[config.mk]
export PLATFORM = sky130hd
export DESIGN_NAME = coil_hold_pwm
export DESIGN_NICKNAME = d
export VERILOG_FILES = /design/src/rtl/coil_hold_pkg.sv /design/src/rtl/coil_pull_timer.sv /design/src/rtl/coil_duty_div.sv /design/src/rtl/coil_pwm_gen.sv /design/src/rtl/coil_hold_pwm.sv
export SDC_FILE = /design/constraint.sdc
export NUM_CORES = 1
export LEC_CHECK = 0
export BUFFER_PORTS_ARGS = -buffer_cell sky130_fd_sc_hd__buf_2
export CAP_MARGIN = 0
export CELL_PAD_IN_SITES_DETAIL_PLACEMENT = 1
export CELL_PAD_IN_SITES_GLOBAL_PLACEMENT = 2
export CORE_MARGIN = 3
export CORE_UTILIZATION = 41
export CTS_CLUSTER_SIZE = 28
export DETAILED_ROUTE_END_ITERATION = 7
export PLACE_DENSITY = 0.8
export SYNTH_ARGS = -nofsm -noshare
export SYNTH_HDL_FRONTEND = slang
export SYNTH_SLANG_ARGS = --single-unit
[constraint.sdc]
create_clock -name clk -period 6.65 [get_ports clk]
set_input_delay 0.3325 -clock clk [delete_from_list [all_inputs] [get_ports clk]]
set_output_delay 0.3325 -clock clk [all_outputs]
set_load 0.02 [all_outputs]
[src/rtl/coil_hold_pkg.sv]
package coil_hold_pkg;
  typedef enum logic [1:0] {
    PH_IDLE = 2'b00,
    PH_PULL = 2'b01,
    PH_HOLD = 2'b10
  } coil_phase_e;
endpackage

[src/rtl/coil_pull_timer.sv]
// Measures the pull-in interval: limit ticks of TICK_DIV clocks each.
module coil_pull_timer #(
  parameter int TICK_DIV = 250000,
  parameter int CW       = 9
) (
  input  logic          clk,
  input  logic          rst_n,
  input  logic          run,
  input  logic [CW-1:0] limit,
  output logic          done
);
  logic [CW-1:0] ticks;
  logic [CW-1:0] lim_eff;
  logic          tick_end;

  assign lim_eff = (limit == '0) ? CW'(1) : limit;

  generate
    if (TICK_DIV > 1) begin : g_prescale
      localparam int PSW = $clog2(TICK_DIV);
      logic [PSW-1:0] pre;
      assign tick_end = (pre == PSW'(TICK_DIV - 1));
      always_ff @(posedge clk or negedge rst_n) begin
        if (!rst_n)        pre <= '0;
        else if (!run)     pre <= '0;
        else if (tick_end) pre <= '0;
        else               pre <= pre + PSW'(1);
      end
    end else begin : g_direct
      assign tick_end = 1'b1;
    end
  endgenerate

  always_ff @(posedge clk or negedge rst_n) begin
    if (!rst_n)        ticks <= '0;
    else if (!run)     ticks <= '0;
    else if (tick_end) ticks <= ticks + CW'(1);
  end

  assign done = run && tick_end && (ticks == lim_eff - CW'(1));
endmodule

[src/rtl/coil_duty_div.sv]
// Sequential restoring divider: duty = clamp(target*period / sample).
module coil_duty_div #(
  parameter int VW = 12,
  parameter int PW = 14
) (
  input  logic          clk,
  input  logic          rst_n,
  input  logic          s_valid,
  output logic          s_ready,
  input  logic [VW-1:0] s_data,
  input  logic [VW-1:0] target,
  input  logic [PW-1:0] period_eff,
  input  logic [PW-1:0] min_on,
  output logic [PW-1:0] duty
);
  localparam int NW = VW + PW;
  localparam int CNW = $clog2(NW);

  logic           busy;
  logic [CNW-1:0] step;
  logic [VW-1:0]  den;
  logic [VW-1:0]  rem;
  logic [NW-1:0]  quo;
  logic [PW-1:0]  cap_per;
  logic [PW-1:0]  cap_min;
  logic           cap_zero;

  logic [VW:0]    shifted;
  logic           ge;
  logic [VW-1:0]  rem_nx;
  logic [NW-1:0]  q_fin;
  logic [NW-1:0]  q_lo;
  logic [PW-1:0]  q_res;

  assign s_ready = !busy;
  assign shifted = {rem, quo[NW-1]};
  assign ge      = (shifted >= {1'b0, den});
  assign rem_nx  = ge ? VW'(shifted - {1'b0, den}) : VW'(shifted);
  assign q_fin   = {quo[NW-2:0], ge};
  assign q_lo    = (q_fin < NW'(cap_min)) ? NW'(cap_min) : q_fin;
  assign q_res   = (q_lo > NW'(cap_per)) ? cap_per : PW'(q_lo);

  always_ff @(posedge clk or negedge rst_n) begin
    if (!rst_n) begin
      busy     <= 1'b0;
      step     <= '0;
      den      <= '0;
      rem      <= '0;
      quo      <= '0;
      cap_per  <= '0;
      cap_min  <= '0;
      cap_zero <= 1'b0;
      duty     <= '1;
    end else if (busy) begin
      rem  <= rem_nx;
      quo  <= q_fin;
      step <= step + CNW'(1);
      if (step == CNW'(NW - 1)) begin
        busy <= 1'b0;
        duty <= cap_zero ? '1 : q_res;
      end
    end else if (s_valid) begin
      busy     <= 1'b1;
      step     <= '0;
      den      <= s_data;
      rem      <= '0;
      quo      <= NW'(target) * NW'(period_eff);
      cap_per  <= period_eff;
      cap_min  <= min_on;
      cap_zero <= (s_data == '0);
    end
  end
endmodule

[src/rtl/coil_pwm_gen.sv]
// Fixed-period PWM; duty and period latch only at period boundaries.
module coil_pwm_gen #(
  parameter int PW = 14
) (
  input  logic          clk,
  input  logic          rst_n,
  input  logic          run,
  input  logic [PW-1:0] period_eff,
  input  logic [PW-1:0] duty,
  output logic          on,
  output logic [PW-1:0] cnt,
  output logic [PW-1:0] duty_sh
);
  logic [PW-1:0] per_sh;

  always_ff @(posedge clk or negedge rst_n) begin
    if (!rst_n) begin
      cnt     <= '0;
      duty_sh <= '1;
      per_sh  <= PW'(2);
    end else if (!run || (cnt == per_sh - PW'(1))) begin
      cnt     <= '0;
      duty_sh <= duty;
      per_sh  <= period_eff;
    end else begin
      cnt <= cnt + PW'(1);
    end
  end

  assign on = run && (cnt < duty_sh);
endmodule

[src/rtl/coil_hold_pwm.sv]
module coil_hold_pwm
  import coil_hold_pkg::*;
#(
  parameter int TICK_DIV = 250000,
  parameter int PULL_W   = 9,
  parameter int VW       = 12,
  parameter int PW       = 14
) (
  input  logic              clk,
  input  logic              rst_n,
  input  logic              engage,
  input  logic              vsup_valid,
  output logic              vsup_ready,
  input  logic [VW-1:0]     vsup_data,
  input  logic [PULL_W-1:0] cfg_pull_ticks,
  input  logic [PW-1:0]     cfg_period,
  input  logic [VW-1:0]     cfg_target,
  input  logic [PW-1:0]     cfg_min_on,
  output logic              gate,
  output logic [1:0]        phase
);
  coil_phase_e   state;
  logic [PW-1:0] per_eff;
  logic          pull_done;
  logic [PW-1:0] duty_live;
  logic          pwm_on;
  logic [PW-1:0] pwm_cnt;
  logic [PW-1:0] pwm_duty;

  assign per_eff = (cfg_period < PW'(2)) ? PW'(2) : cfg_period;

  always_ff @(posedge clk or negedge rst_n) begin
    if (!rst_n)       state <= PH_IDLE;
    else if (!engage) state <= PH_IDLE;
    else begin
      case (state)
        PH_IDLE: state <= PH_PULL;
        PH_PULL: if (pull_done) state <= PH_HOLD;
        default: state <= PH_HOLD;
      endcase
    end
  end

  coil_pull_timer #(.TICK_DIV(TICK_DIV), .CW(PULL_W)) u_timer (
    .clk   (clk),
    .rst_n (rst_n),
    .run   (state == PH_PULL),
    .limit (cfg_pull_ticks),
    .done  (pull_done)
  );

  coil_duty_div #(.VW(VW), .PW(PW)) u_div (
    .clk        (clk),
    .rst_n      (rst_n),
    .s_valid    (vsup_valid),
    .s_ready    (vsup_ready),
    .s_data     (vsup_data),
    .target     (cfg_target),
    .period_eff (per_eff),
    .min_on     (cfg_min_on),
    .duty       (duty_live)
  );

  coil_pwm_gen #(.PW(PW)) u_pwm (
    .clk        (clk),
    .rst_n      (rst_n),
    .run        (state == PH_HOLD),
    .period_eff (per_eff),
    .duty       (duty_live),
    .on         (pwm_on),
    .cnt        (pwm_cnt),
    .duty_sh    (pwm_duty)
  );

  assign gate  = engage && ((state == PH_PULL) || ((state == PH_HOLD) && pwm_on));
  assign phase = state;
endmodule

# Word-level counts from Yosys, hierarchy flattened
# Index checks and enable logic that the tools add are counted.
# W data, S select, Z words.
# word_totals
elab_cells	75
regBits	170
input_bits	65
# op_classes
addsub	7
n_reduce_logical	15
eq_ne	8
n_mul	1
magnitude_cmp	5
bitwise_logic	1
mux	23
# op_table
op	count
$mux W26	3
$mux W14	4
$mux W12	3
$mux W18	2
$mux W9	3
$gt A26 B14 Y1	1
$lt A26 B14 Y1	1
$mul A12 B14 Y26	1
$add A18 B1 Y18 const B	1
$eq A18 B18 Y1 const B	1
$add A14 B1 Y14 const B	1
$eq A14 B14 Y1	1
$lt A14 B14 Y1	1
$lt A14 B2 Y1 const B	1
$sub A14 B1 Y14 const B	1
$ge A13 B12 Y1	1
$logic_not A12 Y1	1
$sub A12 B12 Y12	1
$mux W5	2
$add A9 B1 Y9 const B	1
$eq A9 B9 Y1	1
$logic_not A9 Y1	1
$sub A9 B1 Y9 const B	1
$add A5 B1 Y5 const B	1
other kinds (15)	25

# Longest topological paths before layout
# depth
word_depth	8
mapped_depth	25
depth_no_buf	24

# By module
# From an unflattened synthesis, not the netlist that was laid out.
# hier_totals
hier_cells	1690
area_unflattened_um2	15433.6
# modules_own_cells
mod	cells_per_inst	n_inst	seq_area_each_um2	area_per_inst_um2
coil_duty_div	1246	1	2494.9	10929.2
coil_pwm_gen	232	1	1069.8	2616.3
coil_pull_timer	184	1	675.6	1690.4
coil_hold_pwm	28	1	50.0	197.7

# Worst setup path after synthesis
# OpenSTA, ideal clock, no wires.
# synth_path
path_kind	input to register
from	input cfg_period[5]
to	register u_div.quo[24]
path_buffers	1
stages	22
setup_ns	0.124
slack_ns	0.025
t_arrival_ns	6.501
required_time_ns	6.526
cell_sequence	nor4_1 > nand4_1 > nand2b_1 > clkbuf_1 > nand2_1 > fa_1 > fa_1 > inv_1 > fa_1 > fa_1 > inv_1 > fa_1 > inv_1 > ha_1 > a21o_1 > o41ai_1 > o311ai_0 > o41ai_1 > o21ai_0 > a31oi_1 > mux2i_1 > a211o_1
# synth_via
elab_chain_cells	5
# synth_rtl
item	line	text
start: declaration	coil_hold_pwm.sv:16	input logic [PW-1:0] cfg_period,
$lt A14 B2 Y1	coil_hold_pwm.sv:30	assign per_eff = (cfg_period < PW'(2)) ? PW'(2) : cfg_period;
$mux W14 (*)	coil_hold_pwm.sv:30	
$mul A12 B14 Y26 (*)	coil_duty_div.sv:67	quo <= NW'(target) * NW'(period_eff);
$mux W26 (*)	coil_duty_div.sv:62	end else if (s_valid) begin
$mux W26 (*)	coil_duty_div.sv:54	end else if (busy) begin
end signal: assignment	coil_duty_div.sv:56	quo <= q_fin;
end signal: assignment	coil_duty_div.sv:67	
end: declaration	coil_duty_div.sv:23	logic [NW-1:0] quo;
# Mark *: on every way between the ends. The rest lies on a longest branch, timed or not. The select of a mux whose other input is x is not followed.
# A chain may end at the register's enable or synchronous reset.

# Worst setup path in the final report
# layout_path
from	input cfg_period[9]
to	register u_div.quo[25]
# The elaborated chain is that of the path after synthesis.

==> key figures <==
Die
  – I/O pins: 69
  – Die width: 198 um
  – Core area: 36000 sq um
  – Vert. Die Dim: 198 um
  – Row cnt: 69
  – DIE AREA: 39300 sq um
  – Initial core utilization: 0.421

STA
  – Fin crit share: 0.922
  – Worst-margin pin slew: 0.963 ns
  – Rel. slew slack: 0.358
  – Final Skew: 0.0149 ns
  – Final slew viol count: 0
  – Final hold viol count: 5
  – Max Freq: 163 MHz
  – Setup TNS: 0 ns
  – Final setup viols: 0
  – Fin crit period: 6.13 ns
  – RSZ-0062 raised after global routing: no
  – WHS: -0.0219 ns

Placement
  – Final GP Congestion: 0.810
  – Port Buf Inserts: 68
  – Detailed placement HPWL: 30500 um

Clock tree
  – Clock-pin slew on the worst setup and hold paths: 0.08 ns
  – Clock sinks: 170
  – Post-CTS sizing: 0
  – TritonCTS buffer count: 17
  – H-tree levels: 4
  – TritonCTS clock tree: yes
  – Worst-Skew Late Latency: 0.44 ns
  – Bufs on Longest Clock Path: 2
  – Post-CTS setup buffer count: 0
  – Root buf cell: clkbuf_16
  – Cts-stage hold buffer count: 0

Power and ir drop
  – Peak VDD IR: 233 uV
  – Comb pwr share: 0.617
  – Switching power total: 3.30 mW
  – Pwr/cell area: 447 nW/um^2
  – Flop pwr share: 0.247
  – Switching Share: 0.443
  – Lkg Pwr: 8.13 nW
  – Power Internal: 4.15 mW
  – Clk pwr share: 0.136

Layout
  – Area growth from synthesis to layout: 10.0%
  – Final core occ: 0.463
  – Fill cell total of the finished layout: 4152
  – ANT cells: 0
  – Fin nets: 1999
  – Share of layout cells above drive strength 1: 0.139

Critical path
  – CP Data Required Time: 6.98 ns
  – CP max FO: 13
  – Crit. End Element: register
  – Critical path launch point type: input pin
  – Reg2Reg Setup Slack: 0.73 ns
  – CP dominant cell by count: fa_1
  – RR Endpoint: u_div.duty[8]$_DFFE_PN1P_
  – Worst path slowest cell: fa_1
  – R2r startpoint: u_div.rem[9]$_DFFE_PN0P_
  – CP Class: in2reg
  – Worst endpoint data arrival time: 6.46 ns
  – Largest stage delay on the critical path: 0.54 ns
  – R2R depth: 16
  – Worst path cell trace: buf_2 > nor4_1 > nand4_1 > nand2b_1 > buf_4 > and2_1 > fa_1 > ha_1 > fa_1 > inv_1 > fa_1 > fa_1 > inv_1 > ha_1 > o21a_1 > a2111oi_2 > o31ai_1 > o31a_1 > o41ai_1 > buf_4 > nor2b_1 > o41ai_1 > mux2i_1 > a221o_1

Synth
  – Post-synth EDFFs: 0
  – Cell area after synthesis: 15100 sq um
  – Post-Synthesis Cells: 1635
  – Distinct cells, synth: 69
  – Ys async rst share: 1.00
  – Syn_nets: 1944
  – Predominant post-synthesis flop cell: dfrtp_1
  – Post-synthesis register bit count: 170
  – Sequential area share after synthesis: 0.283
  – Avg Cell Area, Syn: 9.27 sq um
  – Synth Warn #: 0

Detailed routing
  – First drt pass iteration count: 4
  – Final antenna-violating net count: 0
  – DR iter-0 viols: 433
  – DRC Markers: 0
  – DR WL/cell: 18.8 um
  – Via/cell ratio: 5.36
  – Vias: 11600
  – Detailed Route WL: 40600 um

Global route
  – Grt ovf: 0
  – Largest net degree at the start of global routing: 100
  – First-pass GRT wire length: 67500 um
  – Antenna violations before repair: 0
  – Vias in the first global route: 12801
  – Total track usage: 0.216

Run
  – Max_cap viols: 0

Status
  – Violated checks: hold timing
  – Status: finished with violations

Min path
  – Worst min-delay path class: in2async
[through the flow]
stage / power [mW] / instances / cell area (sq um) / hold slack (ns) / setup WS (ns)
after floorplan: 5.15 / 1635 / 15100 / 0.0369 / 0.0252
after global placement: 6.36 / 2132 / 16100 / 0.442 / 0.0740
after detailed placement: 6.50 / 2132 / 16100 / 0.454 / 0.0181
after CTS: 7.57 / 2164 / 16700 / 0.0263 / 0.471
after global routing: 8.25 / 2164 / 16700 / 0.0526 / 0.0962
final: 7.45 / 2164 / 16700 / -0.0219 / 0.517
[worst max-delay path: cells and delay by family]
| family | cells | cell delay (ns) |
|---|---|---|
| muxes | 1 | 0.13 |
| buffers and inverters | 5 | 0.58 |
| AOI/OAI and AO/OA | 7 | 2.05 |
| and+or+nand+nor | 5 | 0.88 |
| adders and majority gates | 6 | 2.46 |
[synth_stat cells, types with 29 or more instances]
cell type	n	area share
inv_1	225	0.056
nand2_1	219	0.054
dfrtp_1	141	0.23
ha_1	123	0.10
fa_1	121	0.16
o21ai_0	88	0.029
nor2_1	77	0.019
and2_1	66	0.027
clkbuf_1	63	0.016
xnor2_1	56	0.032
a21oi_1	54	0.018
xor2_1	31	0.018
dfstp_2	29	0.050
[cells by family after synthesis]
| kind of cell | synth area share |
|---|---|
| AO/OA/AOI/OAI | 0.116 |
| AND/OR/NAND/NOR | 0.162 |
| adder cells (fa/ha/maj) | 0.262 |
| XOR/XNOR | 0.0503 |
| flip-flops | 0.283 |
| buffers and inverters | 0.0743 |
| multiplexers | 0.0529 |
[worst max-delay path by stage]
stage             startpoint                        end  cells after the start
2_1_floorplan  cfg_period[5]  u_div.quo[24]$_DFFE_PN0P_                     22
3_5_place_dp   cfg_period[9]  u_div.quo[25]$_DFFE_PN0P_                     24
5_1_grt        cfg_period[5]  u_div.quo[24]$_DFFE_PN0P_                     24
3_3_place_gp   cfg_period[9]  u_div.quo[25]$_DFFE_PN0P_                     24
4_1_cts        cfg_period[9]  u_div.quo[25]$_DFFE_PN0P_                     24
6_report       cfg_period[9]  u_div.quo[25]$_DFFE_PN0P_                     24
[layout make-up]
class / instances / area (sq um) / share of cell area
Clock buffer: 18 / 429 / 0.0257
Clock inverter: 14 / 155 / 0.00931
Inverter: 226 / 848 / 0.0509
Multi-Input combinational cell: 1171 / 9750 / 0.585
Sequential cell: 170 / 4290 / 0.257
Tap cell: 461 / 577 / 0.0346
Timing Repair Buffer: 104 / 617 / 0.0370
[power groups by stage]
stage,Combinational (mW),Sequential (mW),Clock (mW)
5_1_grt,5.27,1.89,1.09
2_1_floorplan,3.44,1.71,0
3_5_place_dp,4.65,1.85,0
6_report,4.60,1.84,1.01
3_3_place_gp,4.52,1.84,0
4_1_cts,4.69,1.84,1.04
[metal layers]
layer  part of all wire  GRT usage  vias to the layer above  wire [um]
met5                  0          0                        -          0
met2               0.51      0.378                      132      20600
met1               0.45      0.280                     5929      18300
met4              0.015     0.0480                        0        594
li1                   -          -                     5503          -
met3              0.027     0.0364                       36       1120
[registers in the layout, indices dropped and copies added (netlist names)]
register                count
u_div.busy                  1
u_div.rem                  12
u_pwm.duty_sh              14
u_pwm.cnt                  14
u_div.den                  12
u_pwm.per_sh               14
u_div.cap_per              14
u_div.step                  5
u_div.cap_zero              1
phase                       2
u_div.cap_min              14
u_div.quo                  26
u_timer.g_prescale.pre     18
u_timer.ticks               9
u_div.duty                 14
[cell usage in the layout, fill, tap and decap left out, types with 20 or more instances in the layout]
cell | Yosys | layout
a21o_1 | 24 | 24
a21oi_1 | 54 | 54
and2_1 | 66 | 66
and3_1 | 23 | 23
buf_2 | 0 | 67
buf_4 | 0 | 36
dfrtp_1 | 141 | 141
dfstp_2 | 29 | 29
fa_1 | 121 | 121
ha_1 | 123 | 123
inv_1 | 225 | 225
mux2_2 | 20 | 20
mux2_4 | 23 | 23
mux2i_1 | 23 | 23
nand2_1 | 219 | 219
nand3_1 | 24 | 24
nor2_1 | 77 | 76
o21ai_0 | 88 | 88
xnor2_1 | 56 | 56
xor2_1 | 31 | 31
Power figures use the tool's default switching activity.
